`src/rtl/tca_pkg.sv`:
```
package tca_pkg;
  localparam int CHAR_W = 8;

  typedef enum logic [1:0] {
    K_EXACT = 2'd0,
    K_CLASS = 2'd1,
    K_ONE   = 2'd2,
    K_ANY   = 2'd3
  } cell_kind_e;

  localparam logic [1:0] CLS_DELIM = 2'd0;
  localparam logic [1:0] CLS_DIGIT = 2'd1;
  localparam logic [1:0] CLS_ALPHA = 2'd2;
  localparam logic [1:0] CLS_WORD  = 2'd3;

  typedef struct packed {
    logic delim;
    logic digit;
    logic alpha;
  } char_flags_t;
endpackage

```
`src/rtl/tca_classify.sv`:
```
module tca_classify
  import tca_pkg::*;
(
  input  logic              clk,
  input  logic              rst_n,
  input  logic              chr_valid,
  input  logic [CHAR_W-1:0] chr_data,
  output char_flags_t       flags
);
  always_comb begin
    flags.delim = (chr_data == 8'h09) || (chr_data == 8'h0A) || (chr_data == 8'h0D) ||
                  (chr_data >= 8'h20 && chr_data <= 8'h2F) ||
                  (chr_data >= 8'h3A && chr_data <= 8'h40) ||
                  (chr_data >= 8'h5B && chr_data <= 8'h60) ||
                  (chr_data >= 8'h7B && chr_data <= 8'h7E);
    flags.digit = (chr_data >= 8'h30 && chr_data <= 8'h39);
    flags.alpha = (chr_data >= 8'h41 && chr_data <= 8'h5A) ||
                  (chr_data >= 8'h61 && chr_data <= 8'h7A);
  end

  AST_CLASS_DISJOINT: assert property (@(posedge clk) disable iff (!rst_n)
    chr_valid |-> $onehot0(flags));
endmodule

```
`src/rtl/tca_stream_pos.sv`:
```
module tca_stream_pos #(
  parameter int POS_W = 16
) (
  input  logic             clk,
  input  logic             rst_n,
  input  logic             chr_valid,
  input  logic             is_delim,
  output logic [POS_W-1:0] pos,
  output logic             sow
);
  logic [POS_W-1:0] pos_q, pos_d;
  logic             sow_q, sow_d;

  always_comb begin
    pos_d = pos_q;
    sow_d = sow_q;
    if (chr_valid) begin
      pos_d = pos_q + 1'b1;
      sow_d = is_delim;
    end
  end

  always_ff @(posedge clk or negedge rst_n) begin
    if (!rst_n) begin
      pos_q <= '0;
      sow_q <= 1'b1;
    end else begin
      pos_q <= pos_d;
      sow_q <= sow_d;
    end
  end

  assign pos = pos_q;
  assign sow = sow_q;

  AST_POS_STEP: assert property (@(posedge clk) disable iff (!rst_n)
    chr_valid |=> pos_q == POS_W'($past(pos_q) + 1'b1));
  AST_POS_IDLE: assert property (@(posedge clk) disable iff (!rst_n)
    !chr_valid |=> ($stable(pos_q) && $stable(sow_q)));
endmodule

```
`src/rtl/tca_cell.sv`:
```
module tca_cell
  import tca_pkg::*;
(
  input  logic              clk,
  input  logic              rst_n,
  input  logic              cfg_sel,
  input  cell_kind_e        cfg_kind,
  input  logic [CHAR_W-1:0] cfg_pat,
  input  logic              chr_valid,
  input  logic [CHAR_W-1:0] chr_data,
  input  char_flags_t       flags,
  input  logic              en_in,
  output logic              out_o,
  output logic              fire_o
);
  cell_kind_e        kind_q, kind_d;
  logic [CHAR_W-1:0] pat_q, pat_d;
  logic              state_q, state_d;
  logic              class_hit;
  logic              fire;

  always_comb begin
    case (pat_q[1:0])
      CLS_DELIM: class_hit = flags.delim;
      CLS_DIGIT: class_hit = flags.digit;
      CLS_ALPHA: class_hit = flags.alpha;
      default:   class_hit = !flags.delim;
    endcase
    case (kind_q)
      K_EXACT: fire = en_in && (chr_data == pat_q);
      K_CLASS: fire = en_in && class_hit;
      K_ONE:   fire = en_in;
      default: fire = (en_in || state_q) && !flags.delim;
    endcase
    kind_d  = cfg_sel ? cfg_kind : kind_q;
    pat_d   = cfg_sel ? cfg_pat : pat_q;
    state_d = chr_valid ? fire : state_q;
  end

  always_ff @(posedge clk or negedge rst_n) begin
    if (!rst_n) begin
      kind_q  <= K_EXACT;
      pat_q   <= '0;
      state_q <= 1'b0;
    end else begin
      kind_q  <= kind_d;
      pat_q   <= pat_d;
      state_q <= state_d;
    end
  end

  assign out_o  = (kind_q == K_ANY) ? (en_in || state_q) : state_q;
  assign fire_o = fire;

  AST_EXACT_MISS: assert property (@(posedge clk) disable iff (!rst_n)
    (chr_valid && kind_q == K_EXACT && chr_data != pat_q) |=> !state_q);
  AST_ANY_DELIM_CLEAR: assert property (@(posedge clk) disable iff (!rst_n)
    (chr_valid && kind_q == K_ANY && flags.delim) |=> !state_q);
  AST_CELL_IDLE: assert property (@(posedge clk) disable iff (!rst_n)
    !chr_valid |=> $stable(state_q));
endmodule

```
`src/rtl/term_cell_array.sv`:
```
module term_cell_array
  import tca_pkg::*;
#(
  parameter int NCELLS = 6,
  parameter int POS_W  = 16
) (
  input  logic                      clk,
  input  logic                      rst_n,
  input  logic                      chr_valid,
  input  logic [7:0]                chr_data,
  input  logic                      cfg_we,
  input  logic [$clog2(NCELLS)-1:0] cfg_idx,
  input  logic [1:0]                cfg_kind,
  input  logic [7:0]                cfg_pat,
  input  logic                      cfg_anchor,
  output logic                      hit,
  output logic [POS_W-1:0]          hit_pos
);
  localparam int IDX_W = $clog2(NCELLS);
  localparam int LAST  = NCELLS - 1;

  logic [1:0] rst_sync_q;
  logic       rst_i_n;

  always_ff @(posedge clk or negedge rst_n) begin
    if (!rst_n) rst_sync_q <= 2'b00;
    else        rst_sync_q <= {rst_sync_q[0], 1'b1};
  end
  assign rst_i_n = rst_sync_q[1];

  char_flags_t      flags;
  logic [POS_W-1:0] pos;
  logic             sow;
  logic [NCELLS-1:0] cell_en, cell_out, cell_fire;

  tca_classify u_cls (
    .clk(clk), .rst_n(rst_i_n), .chr_valid(chr_valid),
    .chr_data(chr_data), .flags(flags)
  );

  tca_stream_pos #(.POS_W(POS_W)) u_pos (
    .clk(clk), .rst_n(rst_i_n), .chr_valid(chr_valid),
    .is_delim(flags.delim), .pos(pos), .sow(sow)
  );

  logic anchor_q, anchor_d;
  logic hit_q, hit_d;
  logic [POS_W-1:0] hit_pos_q, hit_pos_d;

  assign cell_en[0] = anchor_q ? sow : 1'b1;

  for (genvar g = 0; g < NCELLS; g++) begin : g_cell
    if (g > 0) begin : g_link
      assign cell_en[g] = cell_out[g-1];
    end
    tca_cell u_cell (
      .clk(clk), .rst_n(rst_i_n),
      .cfg_sel(cfg_we && (cfg_idx == IDX_W'(g))),
      .cfg_kind(cell_kind_e'(cfg_kind)), .cfg_pat(cfg_pat),
      .chr_valid(chr_valid), .chr_data(chr_data), .flags(flags),
      .en_in(cell_en[g]), .out_o(cell_out[g]), .fire_o(cell_fire[g])
    );
  end

  always_comb begin
    anchor_d  = (cfg_we && cfg_idx == '0) ? cfg_anchor : anchor_q;
    hit_d     = chr_valid && cell_fire[LAST];
    hit_pos_d = hit_d ? pos : hit_pos_q;
  end

  always_ff @(posedge clk or negedge rst_i_n) begin
    if (!rst_i_n) begin
      anchor_q  <= 1'b0;
      hit_q     <= 1'b0;
      hit_pos_q <= '0;
    end else begin
      anchor_q  <= anchor_d;
      hit_q     <= hit_d;
      hit_pos_q <= hit_pos_d;
    end
  end

  assign hit     = hit_q;
  assign hit_pos = hit_pos_q;

  AST_HIT_POSITION: assert property (@(posedge clk) disable iff (!rst_i_n)
    hit_q |-> hit_pos_q == $past(pos));
  AST_HIT_NEEDS_CHAR: assert property (@(posedge clk) disable iff (!rst_i_n)
    !chr_valid |=> !hit_q);
endmodule

```
`config.mk`:
```
export PLATFORM = sky130hd
export DESIGN_NAME = term_cell_array
export DESIGN_NICKNAME = d
export VERILOG_FILES = /design/src/rtl/tca_pkg.sv /design/src/rtl/tca_classify.sv /design/src/rtl/tca_stream_pos.sv /design/src/rtl/tca_cell.sv /design/src/rtl/term_cell_array.sv
export SDC_FILE = /design/constraint.sdc
export NUM_CORES = 1
export LEC_CHECK = 0
export BUFFER_PORTS_ARGS = -buffer_cell sky130_fd_sc_hd__buf_2
export CAP_MARGIN = 15
export CORE_ASPECT_RATIO = 1.2
export CORE_UTILIZATION = 54
export DETAILED_ROUTE_END_ITERATION = 8
export PLACE_DENSITY = 0.76
export RECOVER_POWER = 25
export SYNTH_ARGS = -nofsm -noshare
export SYNTH_HDL_FRONTEND = slang
export SYNTH_SLANG_ARGS = --single-unit
```
`constraint.sdc`:
```
create_clock -name clk -period 3.1 [get_ports clk]
set_clock_uncertainty 0.1 [all_clocks]
set_input_delay 0 -clock clk [delete_from_list [all_inputs] [get_ports clk]]
set_output_delay 0 -clock clk [all_outputs]
set_load 0.005 [all_outputs]
```
==> impl_metrics.py, run 1 <==
metrics = {
    "synthesis": {
        "syn_nets": 460,
        "synthCells": 433,
        "synthArstFlopShare_pct": 100,
        "synth_top_flop_cell": "dfrtp_1",
        "yosysSeqAreaShare_pct": 50.9,
        "yosysUniqueCellTypes": 52,
        "synth_enable_flop_cells": 0,
        "ys_ff_latch": 103,
        "synth_area_per_cell_um2": 11.7,
        "ys_warn_count": 0,
        "syn-cell-area_um2": 5070,
    },
    "grt": {
        "antenna_found_initial": 0,
        "grt_max_degree": 51,
        "grt_overflow": 0,
        "grt_pass1_wl_um": 18100,
        "grt_pass1_vias": 3623,
        "grt_util_all_layers_pct": 24.0,
    },
    "power_and_ir_drop": {
        "power.leakage_nw": 2.49,
        "total_power_w": 0.00351,
        "ir_worst_vdd_v": 0.000318,
        "cellPowerDensity_nw_per_um2": 611,
    },
    "detailed_routing": {
        "antenna_left": 0,
        "vias": 3536,
        "first_iter_violations": 182,
        "wl_um": 10800,
        "wl_per_cell_um": 17.6,
        "drc": 0,
        "via_per_inst": 5.74,
        "first_pass_iters": 4,
    },
    "timing": {
        "post-route-period-util_pct": 79.9,
        "worst_pin_slew_ns": 0.706,
        "clock.fmax_mhz": 404,
        "slew_headroom_pct": 52.7,
        "hold_viol": 0,
        "min_period_ns": 2.48,
        "slew_violations": 0,
        "finalSetupViolations": 0,
        "fin_tns_setup_ns": 0,
        "rsz0062_at_grt": "no",
        "whs_ns": 0.260,
    },
    "setup_path": {
        "crit_fanout": 18,
        "cp-start-kind": "register",
        "endpoint_kind": "register",
        "critPathTopFamily": "compound AO/OA/AOI/OAI gates",
        "cp_slowest_stage_delay_ns": 0.53,
        "crit_top_cell": "a31oi_1",
        "crit_path_top_delay_cell": "dfstp_2",
        "crit_buf_inv": 1,
        "cp_cell_sequence": "nand2b_1, a31oi_1, a21boi_0, a31oi_1, a211oi_1, o21a_1, buf_4, mux2_2",
        "cp.arrival_ns": 2.64,
        "cp.required_ns": 3.27,
        "critPathKind": "register to register",
    },
    "clock_network": {
        "clk_latency_ns": 0.38,
        "clock_path_buffers": 2,
        "htreeDepth": 3,
        "cts_hold_buf": 14,
        "cts_setup_buffers": 0,
        "cts_tree": "yes",
        "cts.sinks": 103,
        "root_buffer": "clkbuf_8",
        "cts_buffers": 9,
        "cts.clk_slew.worst_paths_ns": 0.09,
        "post_cts_resized": 0,
    },
    "placed_design": {
        "port-buffer-count": 42,
        "placed_cells": 586,
        "gp_routability_congestion": 0.863,
        "dp_hpwl_um": 7570,
    },
    "floorplanning": {
        "dieHeight_um": 108,
        "ios": 43,
        "design.core.area_um2": 9080,
        "num_rows": 38,
        "die_area_um2": 9780,
        "initial_core_util_pct": 55.8,
        "die_w_um": 90.5,
    },
    "run_status": {
        "outcome": "complete, no violations",
    },
    "job": {
        "cap_violations": 0,
    },
    "finish": {
        "final_core_util_pct": 63.2,
        "n_antenna_cell": 0,
        "area_growth_pct": 13.1,
        "fill_cells": 748,
        "nets": 518,
        "fin_cells": 616,
        "drive_above_1_share_pct": 28.4,
    },
    "min_path": {
        "hold_path_class": "register to register",
    },
}
metal layers:
metal,GRT usage (%),vias up,share of wire (%)
met5,0,-,0
met4,13.4,0,3.2
met3,3.31,23,3.5
met2,42.2,94,51
met1,28.3,1762,42
li1,-,1657,-
worst paths after layout:
check	cells after the start	slack (ns)	from	end
max reg2reg	8	0.62	u_pos.sow$_DFFE_PN1P_	hit_pos[15]$_DFFE_PN0P_
min	0	0.26	rst_sync_q[0]$_DFF_PN0_	rst_sync_q[1]$_DFF_PN0_
max	8	0.62	u_pos.sow$_DFFE_PN1P_	hit_pos[15]$_DFFE_PN0P_
min in group asynchronous	0	0.28	rst_sync_q[1]$_DFF_PN0_	g_cell[1].u_cell.pat_q[1]$_DFFE_PN0P_
max in group asynchronous	1	1.79	rst_sync_q[1]$_DFF_PN0_	u_pos.sow$_DFFE_PN1P_
min reg2reg	0	0.26	rst_sync_q[0]$_DFF_PN0_	rst_sync_q[1]$_DFF_PN0_
cell usage after synthesis (3+ instances only):
master | instances | area [um2]
dfrtp_1 | 102 | 2550
mux2_2 | 66 | 743
xnor2_1 | 41 | 359
nand2_1 | 28 | 105
nor2_1 | 25 | 93.8
xor2_1 | 22 | 193
nand4_1 | 14 | 87.6
o21ai_0 | 14 | 70.1
a21oi_1 | 11 | 55.1
inv_1 | 9 | 33.8
nor3_1 | 9 | 45.0
mux2_4 | 8 | 120
nand3_1 | 8 | 40.0
a31oi_1 | 7 | 43.8
clkbuf_1 | 7 | 26.3
a211oi_1 | 5 | 37.5
buf_2 | 5 | 25.0
nor4_1 | 5 | 31.3
a41oi_1 | 3 | 26.3
buf_4 | 3 | 22.5
o2111ai_1 | 3 | 26.3
kinds of logic after synthesis:
group	count (synthesis)	synth area share [%]
AOI/OAI and AO/OA	59	7.95
xor gates and xnor gates	63	10.9
adders and majority gates	1	0.247
buffers and inverters	27	2.71
DFF	103	50.9
muxes	74	17.0
other	1	0.0739
and+or+nand+nor	105	10.3
power by group:
group,internal [W],switching (W)
clock network,0.000421,0.000463
logic,0.000415,0.000324
registers,0.00161,0.000277
total,0.00244,0.00106
flip-flops by register name (all words and copies together), names as in the netlist:
register and count:
rst_sync_q 2, g_cell.u_cell.kind_q 12, g_cell.u_cell.pat_q 48, hit 1, u_pos.sow 1, u_pos.pos 16
anchor_q 1, g_cell.u_cell.state_q 6, hit_pos 16
layout make-up:
type                       instances  area (um2)  area share, %
sequential                       103        2580           45.0
multi-input combinational        303        2360           41.2
timing repair buffer              65         400           6.98
clock buffer                      12         155           2.71
tap                              120         150           2.62
clock inverter                     4        52.6          0.916
inverter                           9        33.8          0.589
worst register-to-register path: cells and delay by family, from the launching register on:
family	cells	cell delay, ns
muxes	1	0.38
AOI/OAI and AO/OA	5	0.95
buffers and inverters	1	0.27
DFF	1	0.53
and+or+nand+nor	1	0.13
per-stage QoR:
stage	worst slack (ns)	area [um2]
CTS	0.609	5770
global placement	0.615	5420
detailed placement	0.547	5420
floorplan	0.864	5070
global route	0.388	5740
finish	0.623	5740
placed cells by master, fill, tap and decap left out, types with 11 or more instances in the layout:
master,Yosys,layout
dfrtp_1,102,101
mux2_2,66,66
xnor2_1,41,41
buf_2,5,40
nand2_1,28,28
nor2_1,25,25
xor2_1,22,22
o21ai_0,14,14
nand4_1,14,14
dlygate4sd3_1,0,14
a21oi_1,11,11
clkbuf_8,0,11
No activity file was read; power rests on OpenSTA's default activity.
==> run 2: changes to the inputs <==
Settings changed: CORE_UTILIZATION 54 to 56, PLACE_DENSITY 0.76 to 0.75.
Clock period 3.1 ns to 2.4 ns, I/O delays scaled along.
==> run 2 against run 1 <==
- design area is 3.4% higher
- clock-buffer cell count is 2 lower
- worst hold slack worse by 0.16 ns
- die area is 3.5% lower
- cell count is 2.8% higher
- power is 33% higher
- sequential share of layout area is 1.5 points lower
- wire length is 1.7% lower
- setup slack worse by 0.45 ns
- sequential power is 28% higher
- critical endpoint is now hit_pos[0]$_DFFE_PN0P_
==> impl_metrics.py, run 2 (synthesis gave the netlist of run 1 again) <==
metrics = {
    "run_status": {
        "outcome": "complete, no violations",
    },
    "timing": {
        "hold_viol": 0,
        "min_period_ns": 2.23,
        "worst_pin_slew_ns": 1.15,
        "post-route-period-util_pct": 92.9,
        "clock.fmax_mhz": 448,
        "finalSetupViolations": 0,
        "slew_violations": 0,
        "slew_headroom_pct": 23.0,
        "rsz0062_at_grt": "no",
    },
    "finish": {
        "drive_above_1_share_pct": 31.8,
        "layout_common_cells": "dfrtp_1, mux2_2, xnor2_1, buf_2, nand2_1",
        "max_flop_register": "g_cell.u_cell.pat_q",
        "fill_cells": 693,
        "area_growth_pct": 16.9,
        "fin_area_um2": 5930,
        "seqCellArea_um2": 2580,
        "multi_input_area_um2": 2380,
        "largest_reg_flops": 48,
        "nets": 538,
        "final_common_cell": "dfrtp_1",
        "n_antenna_cell": 0,
    },
    "setup_path": {
        "cp.required_ns": 2.54,
        "crit_path_top_delay_cell": "dfstp_2",
        "cp-start-kind": "register",
        "cp_cell_sequence": "nand2b_1, a31oi_1, a21boi_2, a31oi_2, a211oi_2, o21a_1, buf_12, mux2_2",
        "crit_fanout": 18,
        "cp.arrival_ns": 2.37,
        "endpoint_kind": "register",
        "critical_path_depth": 8,
        "critPathKind": "register to register",
        "crit_buf_inv": 1,
        "critPathTopFamily": "compound AO/OA/AOI/OAI gates",
        "cp_slowest_stage_delay_ns": 0.53,
        "ff2ff_path_depth": 8,
    },
    "placed_design": {
        "port-buffer-count": 42,
        "place_area_um2": 5580,
        "gp_routability_congestion": 0.897,
        "dp_hpwl_um": 7850,
    },
    "grt": {
        "grt_max_degree": 51,
        "grt_util_met2_pct": 43.6,
        "grt_util_all_layers_pct": 25.2,
        "grt_busiest_layer": "met2",
        "grtUsageMet3_pct": 4.11,
        "grt_overflow": 0,
        "antenna_found_initial": 0,
        "grt_pass1_vias": 3653,
        "use_met1_pct": 31.4,
        "grt_pass1_wl_um": 17800,
    },
    "clock_network": {
        "clk_latency_ns": 0.36,
        "htreeDepth": 3,
        "cts.sinks": 103,
        "root_buffer": "clkbuf_8",
        "cts_tree": "yes",
        "cts_buffers": 9,
        "cts.clk_slew.worst_paths_ns": 0.10,
        "clock_path_buffers": 2,
    },
    "min_path": {
        "hold_depth": 5,
        "hold_path_class": "input pin to register",
    },
    "floorplanning": {
        "die_w_um": 88.9,
        "dieHeight_um": 106,
        "ios": 43,
        "initial_core_util_pct": 58.3,
        "die_area_um2": 9440,
        "design.core.area_um2": 8700,
        "num_rows": 37,
    },
    "detailed_routing": {
        "antenna_left": 0,
        "first_pass_iters": 4,
        "via_per_inst": 5.64,
        "first_iter_violations": 244,
        "drc": 0,
        "vias": 3572,
        "wl_per_cell_um": 16.8,
        "wl_um": 10600,
    },
    "power_and_ir_drop": {
        "power.leakage_nw": 2.60,
        "ir_worst_vdd_v": 0.000487,
        "cellPowerDensity_nw_per_um2": 785,
        "total_power_w": 0.00465,
    },
    "job": {
        "cap_violations": 0,
    },
}
==> run 2: power by group <==
part           internal, W  total, W  switching [W]  leakage, nW
Combinational     0.000595   0.00106       0.000461         1.20
Sequential         0.00207   0.00241       0.000339         1.29
Clock             0.000594   0.00118       0.000589        0.107
Total              0.00326   0.00465        0.00139         2.60
==> run 2: worst min-delay path, cell delays in order <==
cell	delay [ns]
buf_2	0.13
nor3_1	0.06
buf_4	0.18
nand2_1	0.07
o21ai_0	0.07
==> run 2: per-stage QoR <==
stage	util [%]	setup WS, ns	cells	hold WS [ns]	setup TNS, ns
after floorplan	-	0.164	433	-0.396	0
after global placement	64.1	0.0682	602	-0.313	0
after detailed placement	64.1	-0.0249	602	-0.312	-0.132
after CTS	68.2	0.0464	632	0.0986	0
after global routing	68.1	0.0191	633	0.131	0
final	68.1	0.169	633	0.0993	0
==> run 2: metal layers <==
metal,vias up,routed length (um)
li1,1691,-
met5,-,0
met4,0,159
met2,105,5590
met1,1761,4450
met3,15,445
==> run 2: final cells by class <==
type,count,area share [%]
clock inverter,6,1.52
timing repair buffer,85,9.73
tap,117,2.47
sequential,103,43.5
clock buffer,10,2.15
inverter,9,0.570
multi-input combinational,303,40.1
==> run 2: repair_timing <==
action / in CTS / in global routing
gates cloned: 0 / 0
buffers inserted: 0 / 1
pin swaps: 0 / 2
resized for setup: 1 / 3
setup endpoints to repair: 8 / 16
hold endpoints to repair: 66 / 0
hold buffers: 14 / 0
==> run 2: path summary, 6_finish.rpt <==
kind                                          from                               endpoint  slack, ns
max reg2reg                  u_pos.sow$_DFFE_PN1P_                 hit_pos[0]$_DFFE_PN0P_       0.17
min in group asynchronous                    rst_n                rst_sync_q[0]$_DFF_PN0_       0.38
min reg2reg                rst_sync_q[0]$_DFF_PN0_                rst_sync_q[1]$_DFF_PN0_       0.26
min                                     cfg_idx[0]  g_cell[4].u_cell.pat_q[0]$_DFFE_PN0P_        0.1
max in group asynchronous  rst_sync_q[1]$_DFF_PN0_               u_pos.pos[3]$_DFFE_PN0P_       0.86
max                          u_pos.sow$_DFFE_PN1P_                 hit_pos[0]$_DFFE_PN0P_       0.17
==> run 3: changes to the inputs <==
Settings changed: CTS_BUF_LIST set to sky130_fd_sc_hd__clkbuf_4.
==> run 3 against run 2 <==
- critical path depth did not move
- non-clock buffer count is 5 higher
- global-route usage increased by 0.12 points
- sequential share of layout area shrank 0.22 points
- die area is the same
- sequential cell count stayed put
- maximum frequency decreased by 0.22%
- wire length rose by 2.0%
- largest cell class unchanged
- largest power group unchanged
==> impl_metrics.py, run 3 (synthesis gave the netlist of run 1 again) <==
metrics = {
    "power_and_ir_drop": {
        "p_int_w": 0.00312,
        "seqPwrFrac_pct": 53.6,
        "ir_worst_vdd_v": 0.000415,
        "combPwrFrac_pct": 23.9,
        "swShare_pct": 30.7,
        "cellPowerDensity_nw_per_um2": 755,
        "power_frac_clock_pct": 22.5,
        "total_power_w": 0.00450,
        "power.leakage_nw": 2.62,
        "power_switching_w": 0.00138,
    },
    "clock_network": {
        "cts_buffers": 9,
        "cts.sinks": 103,
        "cts.clk_slew.worst_paths_ns": 0.14,
        "htreeDepth": 3,
        "root_buffer": "clkbuf_4",
        "clock_path_buffers": 2,
        "cts_tree": "yes",
        "clk_latency_ns": 0.46,
    },
    "grt": {
        "grt_overflow": 0,
        "use_met1_pct": 32.1,
        "grt_util_all_layers_pct": 25.3,
        "grt_util_met2_pct": 43.8,
        "grt_pass1_wl_um": 18000,
        "grt_max_degree": 51,
        "antenna_found_initial": 0,
        "grtUsageMet3_pct": 3.03,
        "grt_pass1_vias": 3663,
        "grt_busiest_layer": "met2",
    },
    "setup_path": {
        "critPathTopFamily": "compound AO/OA/AOI/OAI gates",
        "startpoint": "u_pos.sow$_DFFE_PN1P_",
        "critPathKind": "register to register",
        "cp.arrival_ns": 2.47,
        "crit_path_top_delay_cell": "dfstp_2",
        "crit_buf_inv": 1,
        "endpoint_kind": "register",
        "cp-start-kind": "register",
        "cp.required_ns": 2.64,
        "cp_slowest_stage_delay_ns": 0.55,
        "crit_fanout": 9,
        "critical_path_depth": 8,
        "cp_cell_sequence": "nand2b_1, a31oi_1, a21boi_2, a31oi_2, a211oi_2, o21a_2, buf_12, mux2_2",
        "ff2ff_path_depth": 8,
        "r2r-start": "u_pos.sow$_DFFE_PN1P_",
    },
    "min_path": {
        "hold_path_class": "input pin to register",
        "hold_depth": 5,
        "hold_start": "cfg_idx[2]",
    },
    "detailed_routing": {
        "vias": 3656,
        "first_pass_iters": 5,
        "wl_per_cell_um": 17.0,
        "via_per_inst": 5.73,
        "first_iter_violations": 263,
        "antenna_left": 0,
        "drc": 0,
        "wl_um": 10900,
    },
    "timing": {
        "finalSetupViolations": 0,
        "worst_pin_slew_ns": 1.13,
        "hold_viol": 0,
        "slew_violations": 0,
        "post-route-period-util_pct": 93.2,
        "slew_headroom_pct": 25.0,
        "setup_slack_ns": 0.164,
        "rsz0062_at_grt": "no",
        "min_period_ns": 2.24,
        "clock.fmax_mhz": 447,
    },
    "floorplanning": {
        "dieHeight_um": 106,
        "design.core.area_um2": 8700,
        "die_area_um2": 9440,
        "initial_core_util_pct": 58.3,
        "num_rows": 37,
        "ios": 43,
        "die_w_um": 88.9,
    },
    "finish": {
        "n_antenna_cell": 0,
        "area_growth_pct": 17.5,
        "max_flop_register": "g_cell.u_cell.pat_q",
        "largest_reg_flops": 48,
        "fin_area_um2": 5960,
        "drive_above_1_share_pct": 33.4,
        "final_common_cell": "dfrtp_1",
        "nets": 543,
        "layout_common_cells": "dfrtp_1, mux2_2, buf_2",
        "fin_cells": 638,
        "final_core_util_pct": 68.5,
    },
    "placed_design": {
        "dp_hpwl_um": 7850,
        "port-buffer-count": 42,
        "gp_routability_congestion": 0.897,
        "place_area_um2": 5580,
        "pre_cts_slack_ns": -0.0249,
        "placed_cells": 602,
    },
    "run_status": {
        "outcome": "complete, no violations",
    },
    "job": {
        "cap_violations": 0,
    },
}
run 3: changes by cell type in the layout (fill, tap and decap cells not counted), sizes merged:
| cell | delta |
|---|---|
| dlygate4sd3 | +4 |
| buf | +4 |
| clkbuf | -3 |
run 3: layer usage:
layer  routed length (um)  vias to the layer above
met4                  150                        0
met1                 4590                     1811
met3                  370                       18
met2                 5750                      117
met5                    0                        -
li1                     -                     1710
run 3: final timing paths:
kind,slack [ns],to
worst min register to register,0.27,rst_sync_q[1]$_DFF_PN0_
min in group asynchronous,0.28,rst_sync_q[1]$_DFF_PN0_
worst max-delay path,0.16,hit_pos[0]$_DFFE_PN0P_
max in group asynchronous,0.49,g_cell[5].u_cell.pat_q[2]$_DFFE_PN0P_
worst min-delay path,0.03,g_cell[2].u_cell.pat_q[0]$_DFFE_PN0P_
worst max register to register,0.16,hit_pos[0]$_DFFE_PN0P_
run 3: metrics by stage:
stage | setup TNS (ns) | hold WS [ns]
after floorplan | 0 | -0.396
after global placement | 0 | -0.313
after detailed placement | -0.132 | -0.312
after CTS | 0 | 0.00331
after global routing | 0 | 0.0316
final | 0 | 0.0255
run 3: worst register-to-register path: stages (launching register included):
cell      delay [ns]
dfstp_2         0.55
nand2b_1        0.13
a31oi_1         0.13
a21boi_2        0.21
a31oi_2         0.13
a211oi_2        0.19
o21a_2          0.22
buf_12          0.14
mux2_2          0.33
run 3: power by group through the flow:
stage          Combinational (W)  Sequential, W  Clock, W
6_report                 0.00108        0.00241   0.00101
5_1_grt                  0.00120        0.00246   0.00110
4_1_cts                  0.00105        0.00241   0.00103
3_5_place_dp             0.00102        0.00245         0
3_3_place_gp            0.000980        0.00242         0
2_1_floorplan           0.000734        0.00238         0
run 3: timing repair:
action	CTS	global route
hold buffers	18	0
buffers inserted	0	1
setup endpoints to repair	10	16
gates resized for setup	1	4
gates cloned	0	1
hold endpoints to repair	75	0
pin swaps	0	2
run 3: area by class of cell:
class / instances / area [um2]
sequential: 103 / 2580
multi-input combinational: 303 / 2390
tap: 117 / 146
clock buffer: 10 / 75.1
inverter: 9 / 33.8
timing repair buffer: 90 / 646
clock inverter: 6 / 90.1
fill: 690 / 2740
